[config.mk]
export PLATFORM = sky130hd
export DESIGN_NAME = pcseq_break
export DESIGN_NICKNAME = d
export VERILOG_FILES = /design/src/rtl/pcseq_break_pkg.sv /design/src/rtl/pcseq_addr_cmp.sv /design/src/rtl/pcseq_pass_limit.sv /design/src/rtl/pcseq_break.sv
export SDC_FILE = /design/constraint.sdc
export NUM_CORES = 1
export LEC_CHECK = 0
export BUFFER_PORTS_ARGS = -buffer_cell sky130_fd_sc_hd__buf_2
export CORE_MARGIN = 2
export CORE_UTILIZATION = 45
export DETAILED_ROUTE_END_ITERATION = 10
export PLACE_DENSITY_LB_ADDON = 0.25
export SYNTH_ARGS = -nofsm -noshare
export SYNTH_HDL_FRONTEND = slang
export SYNTH_SLANG_ARGS = --single-unit
[constraint.sdc]
create_clock -name clk -period 5.1 [get_ports clk]
set_clock_uncertainty 0.15 [all_clocks]
set_input_delay 0.51 -clock clk [delete_from_list [all_inputs] [get_ports clk]]
set_output_delay 0.51 -clock clk [all_outputs]
set_load 0.005 [all_outputs]
[src/rtl/pcseq_break_pkg.sv]
package pcseq_break_pkg;
    typedef enum logic [1:0] {
        STG_FIRST  = 2'd0,
        STG_SECOND = 2'd1,
        STG_THIRD  = 2'd2
    } stage_e;

    localparam int unsigned NUM_STAGES = 3;
endpackage

[src/rtl/pcseq_addr_cmp.sv]
module pcseq_addr_cmp #(
    parameter int unsigned ADDR_W = 16,
    parameter int unsigned N      = 3
) (
    input  logic [ADDR_W-1:0]   pc,
    input  logic [N*ADDR_W-1:0] targets,
    output logic [N-1:0]        hit
);
    for (genvar g = 0; g < N; g++) begin : g_cmp
        assign hit[g] = (pc == targets[g*ADDR_W +: ADDR_W]);
    end
endmodule

[src/rtl/pcseq_pass_limit.sv]
module pcseq_pass_limit #(
    parameter int unsigned CNT_W = 8
) (
    input  logic [CNT_W-1:0] pass_cnt,
    input  logic [CNT_W-1:0] hits,
    output logic             last_hit
);
    logic [CNT_W-1:0] eff_pass;
    logic [CNT_W:0]   next_hits;

    always_comb begin
        eff_pass  = (pass_cnt == '0) ? CNT_W'(1) : pass_cnt;
        next_hits = {1'b0, hits} + (CNT_W+1)'(1);
        last_hit  = (next_hits >= {1'b0, eff_pass});
    end
endmodule

[src/rtl/pcseq_break.sv]
module pcseq_break
    import pcseq_break_pkg::*;
#(
    parameter int unsigned ADDR_W = 16,
    parameter int unsigned CNT_W  = 8
) (
    input  logic              clk,
    input  logic              rst_n,
    input  logic              en,
    input  logic              clr,
    input  logic              fetch_vld,
    input  logic [ADDR_W-1:0] fetch_pc,
    input  logic [ADDR_W-1:0] addr_first,
    input  logic [ADDR_W-1:0] addr_second,
    input  logic [ADDR_W-1:0] addr_third,
    input  logic [CNT_W-1:0]  pass_cnt,
    output logic              brk_req,
    output logic [1:0]        stage_o,
    output logic [CNT_W-1:0]  hits_o
);
    localparam int unsigned N = NUM_STAGES;

    typedef struct packed {
        stage_e           stage;
        logic [CNT_W-1:0] hits;
        logic             brk;
    } seq_state_t;

    seq_state_t st_d, st_q;

    logic [N-1:0] addr_hit;
    logic         last_hit;
    logic         qual;

    pcseq_addr_cmp #(.ADDR_W(ADDR_W), .N(N)) u_cmp (
        .pc      (fetch_pc),
        .targets ({addr_third, addr_second, addr_first}),
        .hit     (addr_hit)
    );

    pcseq_pass_limit #(.CNT_W(CNT_W)) u_lim (
        .pass_cnt (pass_cnt),
        .hits     (st_q.hits),
        .last_hit (last_hit)
    );

    assign qual = fetch_vld && en;

    always_comb begin
        st_d     = st_q;
        st_d.brk = 1'b0;
        if (clr) begin
            st_d.stage = STG_FIRST;
            st_d.hits  = '0;
        end else if (qual) begin
            unique case (st_q.stage)
                STG_FIRST: begin
                    if (addr_hit[0]) st_d.stage = STG_SECOND;
                end
                STG_SECOND: begin
                    if (addr_hit[1]) begin
                        st_d.stage = STG_THIRD;
                        st_d.hits  = '0;
                    end
                end
                STG_THIRD: begin
                    if (addr_hit[2]) begin
                        if (last_hit) begin
                            st_d.brk   = 1'b1;
                            st_d.stage = STG_FIRST;
                            st_d.hits  = '0;
                        end else begin
                            st_d.hits = st_q.hits + CNT_W'(1);
                        end
                    end
                end
                default: begin
                    st_d.stage = STG_FIRST;
                    st_d.hits  = '0;
                end
            endcase
        end
    end

    always_ff @(posedge clk or negedge rst_n) begin
        if (!rst_n) begin
            st_q.stage <= STG_FIRST;
            st_q.hits  <= '0;
            st_q.brk   <= 1'b0;
        end else begin
            st_q <= st_d;
        end
    end

    assign brk_req = st_q.brk;
    assign stage_o = st_q.stage;
    assign hits_o  = st_q.hits;
endmodule

==> impl_metrics.py, run 1 <==
metrics = {
    "outcome": {
        "status": "finished, final reports clean",
    },
    "routing": {
        "wl_per_cell_um": 13.00,
        "m1WireLength_mm": 1.679,
        "drc_errors": 0,
        "met2WireLength_mm": 1.950,
        "maxUsedRoutingLayer": "met4",
        "dr_wl_met3_um": 289,
        "ant_nets": 0,
        "drt_iter0_markers": 25,
        "drt-total-wl_mm": 3.953,
        "via_per_inst": 5.174,
        "dr.pass1.iters": 4,
        "vias": 1573,
    },
    "placed_design": {
        "port_buffers": 87,
        "place_inst": 299,
        "dp_hpwl_mm": 3.548,
        "gp_congestion": 0.8710,
    },
    "grt": {
        "antenna_found_initial": 0,
        "grt_pass1_wl_mm": 6.120,
        "grt_max_degree": 12,
        "grt-ovfl-total": 0,
        "globalRouteTotalUtil_pct": 22.29,
        "grt_pass1_vias": 1470,
    },
    "synth": {
        "yosysUniqueCellTypes": 35,
        "synth_fp_nets": 255,
        "synth.avg_cell_area_um2": 8.440,
        "yosysWarnings": 0,
        "synth.top_cell.area_share_pct": 22.11,
        "synth_top_area_cell": "xor2_1",
        "synth_seq_area_share_pct": 19.30,
        "postSynthRegisterBits": 11,
        "synth_ff_type": "dfrtp_1",
        "postSynth.asyncResetShare_pct": 100.0,
        "synthCells": 169,
        "yosys-top-cells-area": "xor2_1 22%, dfrtp_1 19%, xnor2_1 8.6%",
        "synth-edff-count": 0,
        "netlist_area_um2": 1426,
    },
    "timing": {
        "fmax_mhz": 297.1,
        "min_period_ps": 3366,
        "fin_crit_sh_pct": 66.00,
        "finalSetupTns_ps": 0,
        "tightestPinTransition_ps": 603.9,
        "rsz0062_at_grt": "no",
        "finalSetupViolCount": 0,
        "hold_viol_final": 0,
        "finalMaxSlewViolations": 0,
        "maxSlewHeadroom_pct": 59.21,
    },
    "worst_setup_path": {
        "cp-start-kind": "flop",
        "criticalPathCategory": "flop to flop",
        "setup.worst_path.end_class": "flop",
        "cp_max_fo": 8,
        "required_ps": 5130,
        "r2r-start": "hits_o[0]",
        "arrival_ps": 3400,
        "r2r_cells": 11,
        "rrSetupSlack_ps": 1730,
        "regToRegEndpoint": "hits_o[0]",
    },
    "cells_and_area": {
        "nFillCells": 290,
        "seqCellArea_um2": 275.3,
        "stdcell_count": 304,
        "antennaDiodeCount": 0,
        "drive_gt1_share_pct": 37.69,
        "syn2layout_area_growth_pct": 36.58,
        "multi_input_area_um2": 1079,
        "final_nets": 347,
    },
    "min_path": {
        "min_from": "clr",
        "hold_path_depth": 2,
        "hold_path.class": "input pin to flop",
        "holdPathEnd": "brk_req",
    },
    "clock_network": {
        "root_buffer": "clkbuf_4",
        "clk_latency_ps": 260,
        "htreeDepth": 1,
        "clk_pin_slew_ps": 60,
        "cts.sinks": 11,
        "cts_setup_buffers": 0,
        "cts_buffers": 3,
        "cts-resized-gates": 0,
        "clk_path_buf_depth": 2,
        "cts_tree": "built",
    },
    "run": {
        "cap_violations": 0,
    },
    "power": {
        "total_leakage_power_nw": 1.004,
        "vdd_ir_drop_max_mv": 0.1016,
        "powerDensity_nw_per_um2": 119.5,
    },
    "floorplanning": {
        "core-area_um2": 3028,
        "initial_core_util_pct": 47.11,
        "core.rowCount": 20,
        "dieWidth_um": 60.30,
        "pin_count": 88,
        "die_y_um": 60.30,
        "dieArea_um2": 3636,
    },
}
## cells by family after synthesis
| group | Yosys count | synth area share (%) |
|---|---|---|
| xor+xnor | 50 | 30.70 |
| simple gates | 51 | 21.84 |
| buf+inv | 19 | 5.087 |
| compound gates | 28 | 14.47 |
| mux | 1 | 0.7018 |
| fa+ha+maj | 9 | 7.895 |
| flops | 11 | 19.30 |
## layout by cell type, fill, tap and decap left out, types with 2 or more instances in the layout
master     count
buf_2         87
xor2_1        36
inv_1         18
xnor2_1       14
dfrtp_1       11
nor4_1        10
nand4_1        9
ha_1           9
o21ai_0        7
nor2_1         5
or2_2          5
nand3_1        5
o2111ai_1      4
and2_1         3
nand2_1        3
a21oi_1        3
a41oi_1        3
clkbuf_4       3
nor2b_1        2
and3_1         2
a21o_1         2
nor4_2         2
o22ai_1        2
## worst max-delay path by stage
stage | slack [ps] | from | depth (start not counted) | to
final | 1730 | hits_o[0] | 11 | hits_o[0]
after global routing | 1520 | hits_o[0] | 11 | hits_o[0]
after CTS | 1720 | hits_o[0] | 11 | hits_o[0]
after detailed placement | 1750 | hits_o[0] | 11 | hits_o[0]
after global placement | 1890 | hits_o[0] | 11 | hits_o[0]
after floorplan | 2100 | hits_o[0] | 11 | hits_o[1]
## layout make-up
| class | count | share of cell area, % |
|---|---|---|
| multi-input cells | 139 | 55.36 |
| clock buffers | 4 | 1.349 |
| flip-flops and latches | 11 | 14.13 |
| repair buffers | 88 | 22.86 |
| inverters | 18 | 3.468 |
| well taps | 44 | 2.826 |
## state kept, by name (all words and copies together) (netlist names)
name / flops
hits_o: 8
stage_o: 2
brk_req: 1
## critical path: stages (launching register included)
cell	delay, ps
dfrtp_1	450
ha_1	250
nand4_1	120
or2_2	300
and2_1	170
or2_2	290
ha_1	310
and3_1	190
a221oi_1	290
o31a_1	360
nand3_1	190
mux2i_1	200
## Yosys cell counts, types with 4 or more instances
cell type and number:
o21ai_0 7, inv_1 18, nand4_1 9, xnor2_1 14, nor2_1 5, or2_2 5, nand3_1 5, dfrtp_1 11
xor2_1 36, ha_1 9, nor4_1 10, o2111ai_1 4
## through the flow
step                hold WS (ps)  setup WS, ps  total power [mW]  area [um2]  utilization, %
detailed placement         241.7          1749            0.1761        1912           63.14
global placement           242.0          1890            0.1745        1912           63.14
floorplan                  64.41          2102            0.1284        1426               -
CTS                        313.2          1722            0.2346        1948           64.34
global route               325.1          1520            0.2487        1948           64.34
finish                     327.8          1734            0.2327        1948           64.34
## what timing repair did
item | in CTS | in global routing
endpoints found under the setup margin | 0 | 0
hold buffers | 1 | 0
hold endpoints to repair | 11 | 0
## per-layer routing
metal,global-route usage [%],up-vias
met2,37.42,63
met3,3.463,4
met5,0,-
li1,-,795
met1,29.70,711
met4,6.032,0
## power breakdown
group / total, mW / leakage, nW / internal, mW / switching (mW)
registers: 0.0872 / 0.154 / 0.0872 / 0.000000154
logic: 0.0877 / 0.836 / 0.0446 / 0.0430
clock network: 0.0578 / 0.0150 / 0.0303 / 0.0276
Note: power is estimated with default switching activity, not from simulation.
==> inputs of run 2 (changes only) <==
--- a/config.mk
+++ b/config.mk
@@ -7,7 +7,7 @@
 export LEC_CHECK = 0
 export BUFFER_PORTS_ARGS = -buffer_cell sky130_fd_sc_hd__buf_2
 export CORE_MARGIN = 2
-export CORE_UTILIZATION = 45
+export CORE_UTILIZATION = 43
 export DETAILED_ROUTE_END_ITERATION = 10
 export PLACE_DENSITY_LB_ADDON = 0.25
 export SYNTH_ARGS = -nofsm -noshare
==> constraint.sdc (replaced) <==
create_clock -name clk -period 3.3 [get_ports clk]
set_clock_uncertainty 0.15 [all_clocks]
set_input_delay 0.33 -clock clk [delete_from_list [all_inputs] [get_ports clk]]
set_output_delay 0.33 -clock clk [all_outputs]
set_load 0.005 [all_outputs]
==> impl_metrics.py, run 2 (same netlist as run 1, synthesis figures left out) <==
metrics = {
    "power": {
        "p_sw_share_pct": 30.87,
        "p_int_mw": 0.2506,
        "p_comb_share_pct": 37.4,
        "switchingPower_mw": 0.1119,
        "pwr-share-clk_pct": 25.4,
        "powerDensity_nw_per_um2": 180.9,
        "power_frac_seq_pct": 37.2,
        "vdd_ir_drop_max_mv": 0.1336,
        "design_power_total_mw": 0.3625,
        "total_leakage_power_nw": 1.029,
    },
    "routing": {
        "vias": 1586,
        "ant_nets": 0,
        "dr.pass1.iters": 4,
        "drt_iter0_markers": 38,
        "wl_per_cell_um": 13.04,
        "via_per_inst": 5.133,
        "drc_errors": 0,
        "drt-total-wl_mm": 4.028,
    },
    "cells_and_area": {
        "final_common_cell": "buf_2",
        "syn2layout_area_growth_pct": 40.53,
        "largest_reg_flops": 8,
        "drive_gt1_share_pct": 39.62,
        "multi_input_area_um2": 1097,
        "stdcell_area_um2": 2004,
        "nFillCells": 307,
        "seqCellArea_um2": 275.3,
        "antennaDiodeCount": 0,
        "final_cell_mix": "87 x buf_2, 36 x xor2_1, 18 x inv_1, 14 x xnor2_1, 11 x dfrtp_1",
        "final_util_pct": 64.60,
        "final_nets": 352,
    },
    "worst_setup_path": {
        "cp_common_cell": "or2_2",
        "slowest_delay_ps": 450,
        "r2r_cells": 12,
        "cp_max_fo": 5,
        "cp-start-kind": "flop",
        "rrSetupSlack_ps": 170,
        "crit_family": "simple AND/OR/NAND/NOR gates",
        "arrival_ps": 3160,
        "crit_slowest_cell": "dfrtp_1",
        "crit_chain": "ha_4 -> nand4_1 -> or2_2 -> and2_1 -> or2_2 -> ha_1 -> and3_1 -> a221oi_2 -> o31a_1 -> buf_4 -> o2111ai_1 -> o21ai_0",
        "crit_buf_inv": 1,
        "setup.worst_path.end_class": "flop",
        "crit_end": "hits_o[4]",
        "regToRegEndpoint": "hits_o[4]",
        "criticalPathCategory": "flop to flop",
        "crit_cells": 12,
        "required_ps": 3330,
        "r2r-start": "hits_o[1]",
        "startpoint": "hits_o[1]",
    },
    "timing": {
        "min_period_ps": 3132,
        "fmax_mhz": 319.3,
        "hold_viol_final": 0,
        "fin_crit_sh_pct": 94.91,
        "maxSlewHeadroom_pct": 57.69,
        "tightestPinTransition_ps": 628.8,
        "finalSetupViolCount": 0,
        "finalMaxSlewViolations": 0,
        "setup_ws_ps": 167.9,
    },
    "placed_design": {
        "place_area_um2": 1942,
        "port_buffers": 87,
        "dp_hpwl_mm": 3.524,
        "place_ws_ps": 129.2,
        "gp_congestion": 0.8185,
    },
    "floorplanning": {
        "dieWidth_um": 61.60,
        "initial_core_util_pct": 45.97,
        "pin_count": 88,
        "core.rowCount": 20,
        "dieArea_um2": 3794,
        "die_y_um": 61.60,
        "core-area_um2": 3103,
    },
    "outcome": {
        "status": "finished, final reports clean",
    },
    "clock_network": {
        "clk_pin_slew_ps": 70,
        "cts.sinks": 11,
        "root_buffer": "clkbuf_4",
        "cts_tree": "built",
        "clk_latency_ps": 270,
        "clk_path_buf_depth": 2,
        "htreeDepth": 1,
        "cts_buffers": 3,
    },
    "run": {
        "cap_violations": 0,
    },
    "min_path": {
        "min_from": "clr",
        "hold_path.class": "input pin to flop",
    },
    "grt": {
        "grt_pass1_wl_mm": 6.237,
        "antenna_found_initial": 0,
        "grt_pass1_vias": 1514,
        "grt-ovfl-total": 0,
        "grt_max_degree": 12,
        "globalRouteTotalUtil_pct": 22.19,
    },
}
## run 2: how the worst min path moves through the flow
stage	end	slack, ps	cells past startpoint
floorplan	brk_req	-120	0
global placement	hits_o[0]	60	1
detailed placement	hits_o[0]	60	1
CTS	brk_req	110	2
global route	brk_req	100	2
finish	brk_req	120	2
## run 2: layout make-up
cell class	instances	area share [%]
multi-input combinational	139	54.74
timing repair buffer	93	24.09
sequential	11	13.73
inverter	18	3.371
tap	44	2.747
clock buffer	4	1.311
## run 2: timing repair
item / in CTS / in global routing
buffers inserted: 0 / 1
resized for setup: 0 / 3
setup endpoints to repair: 0 / 10
hold buffers: 1 / 0
endpoints found under the hold margin: 11 / 0
## run 2: power by group through the flow
| stage | Combinational, mW | Sequential (mW) | Clock [mW] |
|---|---|---|---|
| final | 0.136 | 0.135 | 0.0922 |
| after floorplan | 0.0610 | 0.137 | 0 |
| after global placement | 0.132 | 0.137 | 0 |
| after CTS | 0.135 | 0.135 | 0.0951 |
| after global routing | 0.150 | 0.135 | 0.102 |
| after detailed placement | 0.134 | 0.137 | 0 |
## run 2: layer usage
metal	vias up	track usage [%]	share of wire, %
li1	810	-	-
met1	719	25.82	41
met2	52	41.05	52
met3	5	6.092	6.5
met4	0	3.343	0.99
met5	-	0	0
## run 2: metrics by stage
step / TNS [ps] / std cells / hold WS [ps]
2_1_floorplan: 0 / 169 / -115.6
3_3_place_gp: 0 / 303 / 61.15
3_5_place_dp: 0 / 303 / 64.37
4_1_cts: 0 / 308 / 105.3
5_1_grt: -61.43 / 309 / 104.9
6_report: 0 / 309 / 116.2
==> inputs of run 3 (changes only) <==
--- a/config.mk
+++ b/config.mk
@@ -12,4 +12,5 @@
 export PLACE_DENSITY_LB_ADDON = 0.25
 export SYNTH_ARGS = -nofsm -noshare
 export SYNTH_HDL_FRONTEND = slang
+export SYNTH_HIERARCHICAL = 1
 export SYNTH_SLANG_ARGS = --single-unit
==> impl_metrics.py, run 3 <==
metrics = {
    "routing": {
        "drt_iter0_markers": 52,
        "ant_nets": 0,
        "drt-total-wl_mm": 3.656,
        "vias": 1575,
        "dr.pass1.iters": 4,
        "wl_per_cell_um": 12.07,
        "via_per_inst": 5.198,
        "drc_errors": 0,
    },
    "min_path": {
        "hold_path.class": "input pin to flop",
    },
    "synth": {
        "synth_compound_area_share_pct": 11.43,
        "synthMuxAreaShare_pct": 1.417,
        "yosys-top-cells-area": "xnor2_1 33%, dfrtp_1 19%, ha_1 8.9%",
        "yosysWarnings": 6,
        "synthCells": 162,
        "synth_common_cells": "53 x xnor2_1, 13 x nand4_1, 11 x dfrtp_1",
        "synth_top_area_cell": "xnor2_1",
        "synth_fp_nets": 249,
        "postSynthRegisterBits": 11,
        "synth.avg_cell_area_um2": 8.720,
        "yosysUniqueCellTypes": 34,
        "synth.top_cell.area_share_pct": 32.86,
        "synth_fa_ha_area_share_pct": 8.857,
        "yosys.area_share.simple_pct": 22.94,
        "yosysMostFrequentCell": "xnor2_1",
        "synth_seq_area_share_pct": 19.49,
        "postSynth.asyncResetShare_pct": 100.0,
        "synth_ff_type": "dfrtp_1",
        "synth_top_family_by_area": "XOR/XNOR gates",
        "netlist_area_um2": 1413,
        "synth-edff-count": 0,
        "synth_xor_area_share_pct": 33.48,
    },
    "power": {
        "design_power_total_mw": 0.3694,
        "total_leakage_power_nw": 0.9444,
        "vdd_ir_drop_max_mv": 0.1157,
        "powerDensity_nw_per_um2": 186.6,
    },
    "cells_and_area": {
        "final_common_cell": "buf_2",
        "stdcell_area_um2": 1979,
        "final_util_pct": 64.31,
        "final_cell_mix": "87 x buf_2, 53 x xnor2_1, 13 x nand4_1",
        "final_nets": 347,
        "largest_reg_flops": 8,
        "nFillCells": 312,
        "syn2layout_area_growth_pct": 40.12,
        "antennaDiodeCount": 0,
        "drive_gt1_share_pct": 40.93,
        "stdcell_count": 303,
    },
    "worst_setup_path": {
        "arrival_ps": 3040,
        "required_ps": 3370,
        "setup.worst_path.end_class": "flop",
        "cp-start-kind": "flop",
        "criticalPathCategory": "flop to flop",
        "cp_max_fo": 6,
    },
    "placed_design": {
        "gp_congestion": 0.8379,
        "place_inst": 298,
        "place_area_um2": 1941,
        "dp_hpwl_mm": 3.216,
        "port_buffers": 87,
        "place_ws_ps": 298.5,
    },
    "outcome": {
        "status": "finished, final reports clean",
    },
    "timing": {
        "maxSlewHeadroom_pct": 70.41,
        "finalSetupTns_ps": 0,
        "setup_ws_ps": 329.0,
        "fmax_mhz": 336.6,
        "fin_crit_sh_pct": 90.03,
        "tightestPinTransition_ps": 442.2,
        "finalMaxSlewViolations": 0,
        "holdWs_ps": 89.89,
        "rsz0062_at_grt": "no",
        "hold_viol_final": 0,
        "min_period_ps": 2971,
        "finalSetupViolCount": 0,
    },
    "grt": {
        "grt_pass1_wl_mm": 6.009,
        "grt-ovfl-total": 0,
        "grt_pass1_vias": 1507,
        "globalRouteTotalUtil_pct": 21.15,
        "antenna_found_initial": 0,
        "grt_max_degree": 12,
    },
    "floorplanning": {
        "core-area_um2": 3078,
        "initial_core_util_pct": 45.89,
        "pin_count": 88,
        "die_y_um": 61.32,
        "dieArea_um2": 3760,
        "dieWidth_um": 61.32,
        "core.rowCount": 20,
    },
    "clock_network": {
        "cts_buffers": 3,
        "cts_setup_buffers": 0,
        "clk_pin_slew_ps": 80,
        "cts_tree": "built",
        "root_buffer": "clkbuf_4",
        "htreeDepth": 1,
        "clk_latency_ps": 270,
        "clk_path_buf_depth": 2,
        "cts.sinks": 11,
    },
    "run": {
        "cap_violations": 0,
    },
}
-- run 3: cell types whose count changed after synthesis, moves of 4 or more --
cell and delta:
xnor2_1 +39, nand3_1 +5, or2_2 -5, nor4_1 -8
inv_1 -9, xor2_1 -35, nand2_1 +7, o2111ai_1 -4
nand4_1 +4
-- run 3: cell families after synthesis --
kind of cell	count (synthesis)
DFF	11
xor gates and xnor gates	54
AOI/OAI and AO/OA	22
buffers and inverters	9
adders and majority gates	10
and+or+nand+nor	54
muxes	2
-- run 3: timing repair --
item                                    in CTS  in global routing
endpoints found under the setup margin       0                  1
hold endpoints to repair                    11                  0
resized for setup                            0                  1
hold buffers                                 1                  0
-- run 3: report_power, final --
group	internal (mW)	leakage (nW)	switching, mW	total [mW]
combinational	0.0795	0.775	0.0594	0.139
sequential	0.135	0.152	0.000000293	0.135
clock	0.0449	0.0177	0.0509	0.0959
-- run 3: layer usage --
metal	up-vias	routed length (um)	global-route usage (%)
li1	790	-	-
met1	702	1433	24.07
met5	-	0	0
met3	4	274	1.681
met4	0	32	7.453
met2	79	1915	40.73
-- run 3: layout make-up --
| cell class | instances | area, um2 | area share (%) |
|---|---|---|---|
| sequential | 11 | 276.5 | 13.97 |
| inverter | 9 | 33.78 | 1.707 |
| clock buffer | 3 | 22.52 | 1.138 |
| timing repair buffer | 93 | 483.0 | 24.40 |
| multi-input combinational | 142 | 1104 | 55.75 |
| tap | 44 | 55.05 | 2.781 |
| clock inverter | 1 | 5.005 | 0.2528 |
-- run 3: critical path, stage by stage, from the launching register on --
cell	delay (ps)
dfrtp_1	440
ha_1	280
xor2_1	160
ha_1	310
a211oi_1	240
a211o_1	150
nand3_1	140
or3_4	450
or4_1	510
nand3_1	80
-- run 3: final timing paths --
kind,startpoint,endpoint,slack [ps],depth (start not counted)
max in group asynchronous,rst_n,hits_o[3],2470,2
worst min register to register,hits_o[3],hits_o[3],410,1
min in group asynchronous,rst_n,hits_o[5],300,2
worst max-delay path,hits_o[0],hits_o[7],330,9
worst max register to register,hits_o[0],hits_o[7],330,9
worst min-delay path,clr,stage_o[1],90,2
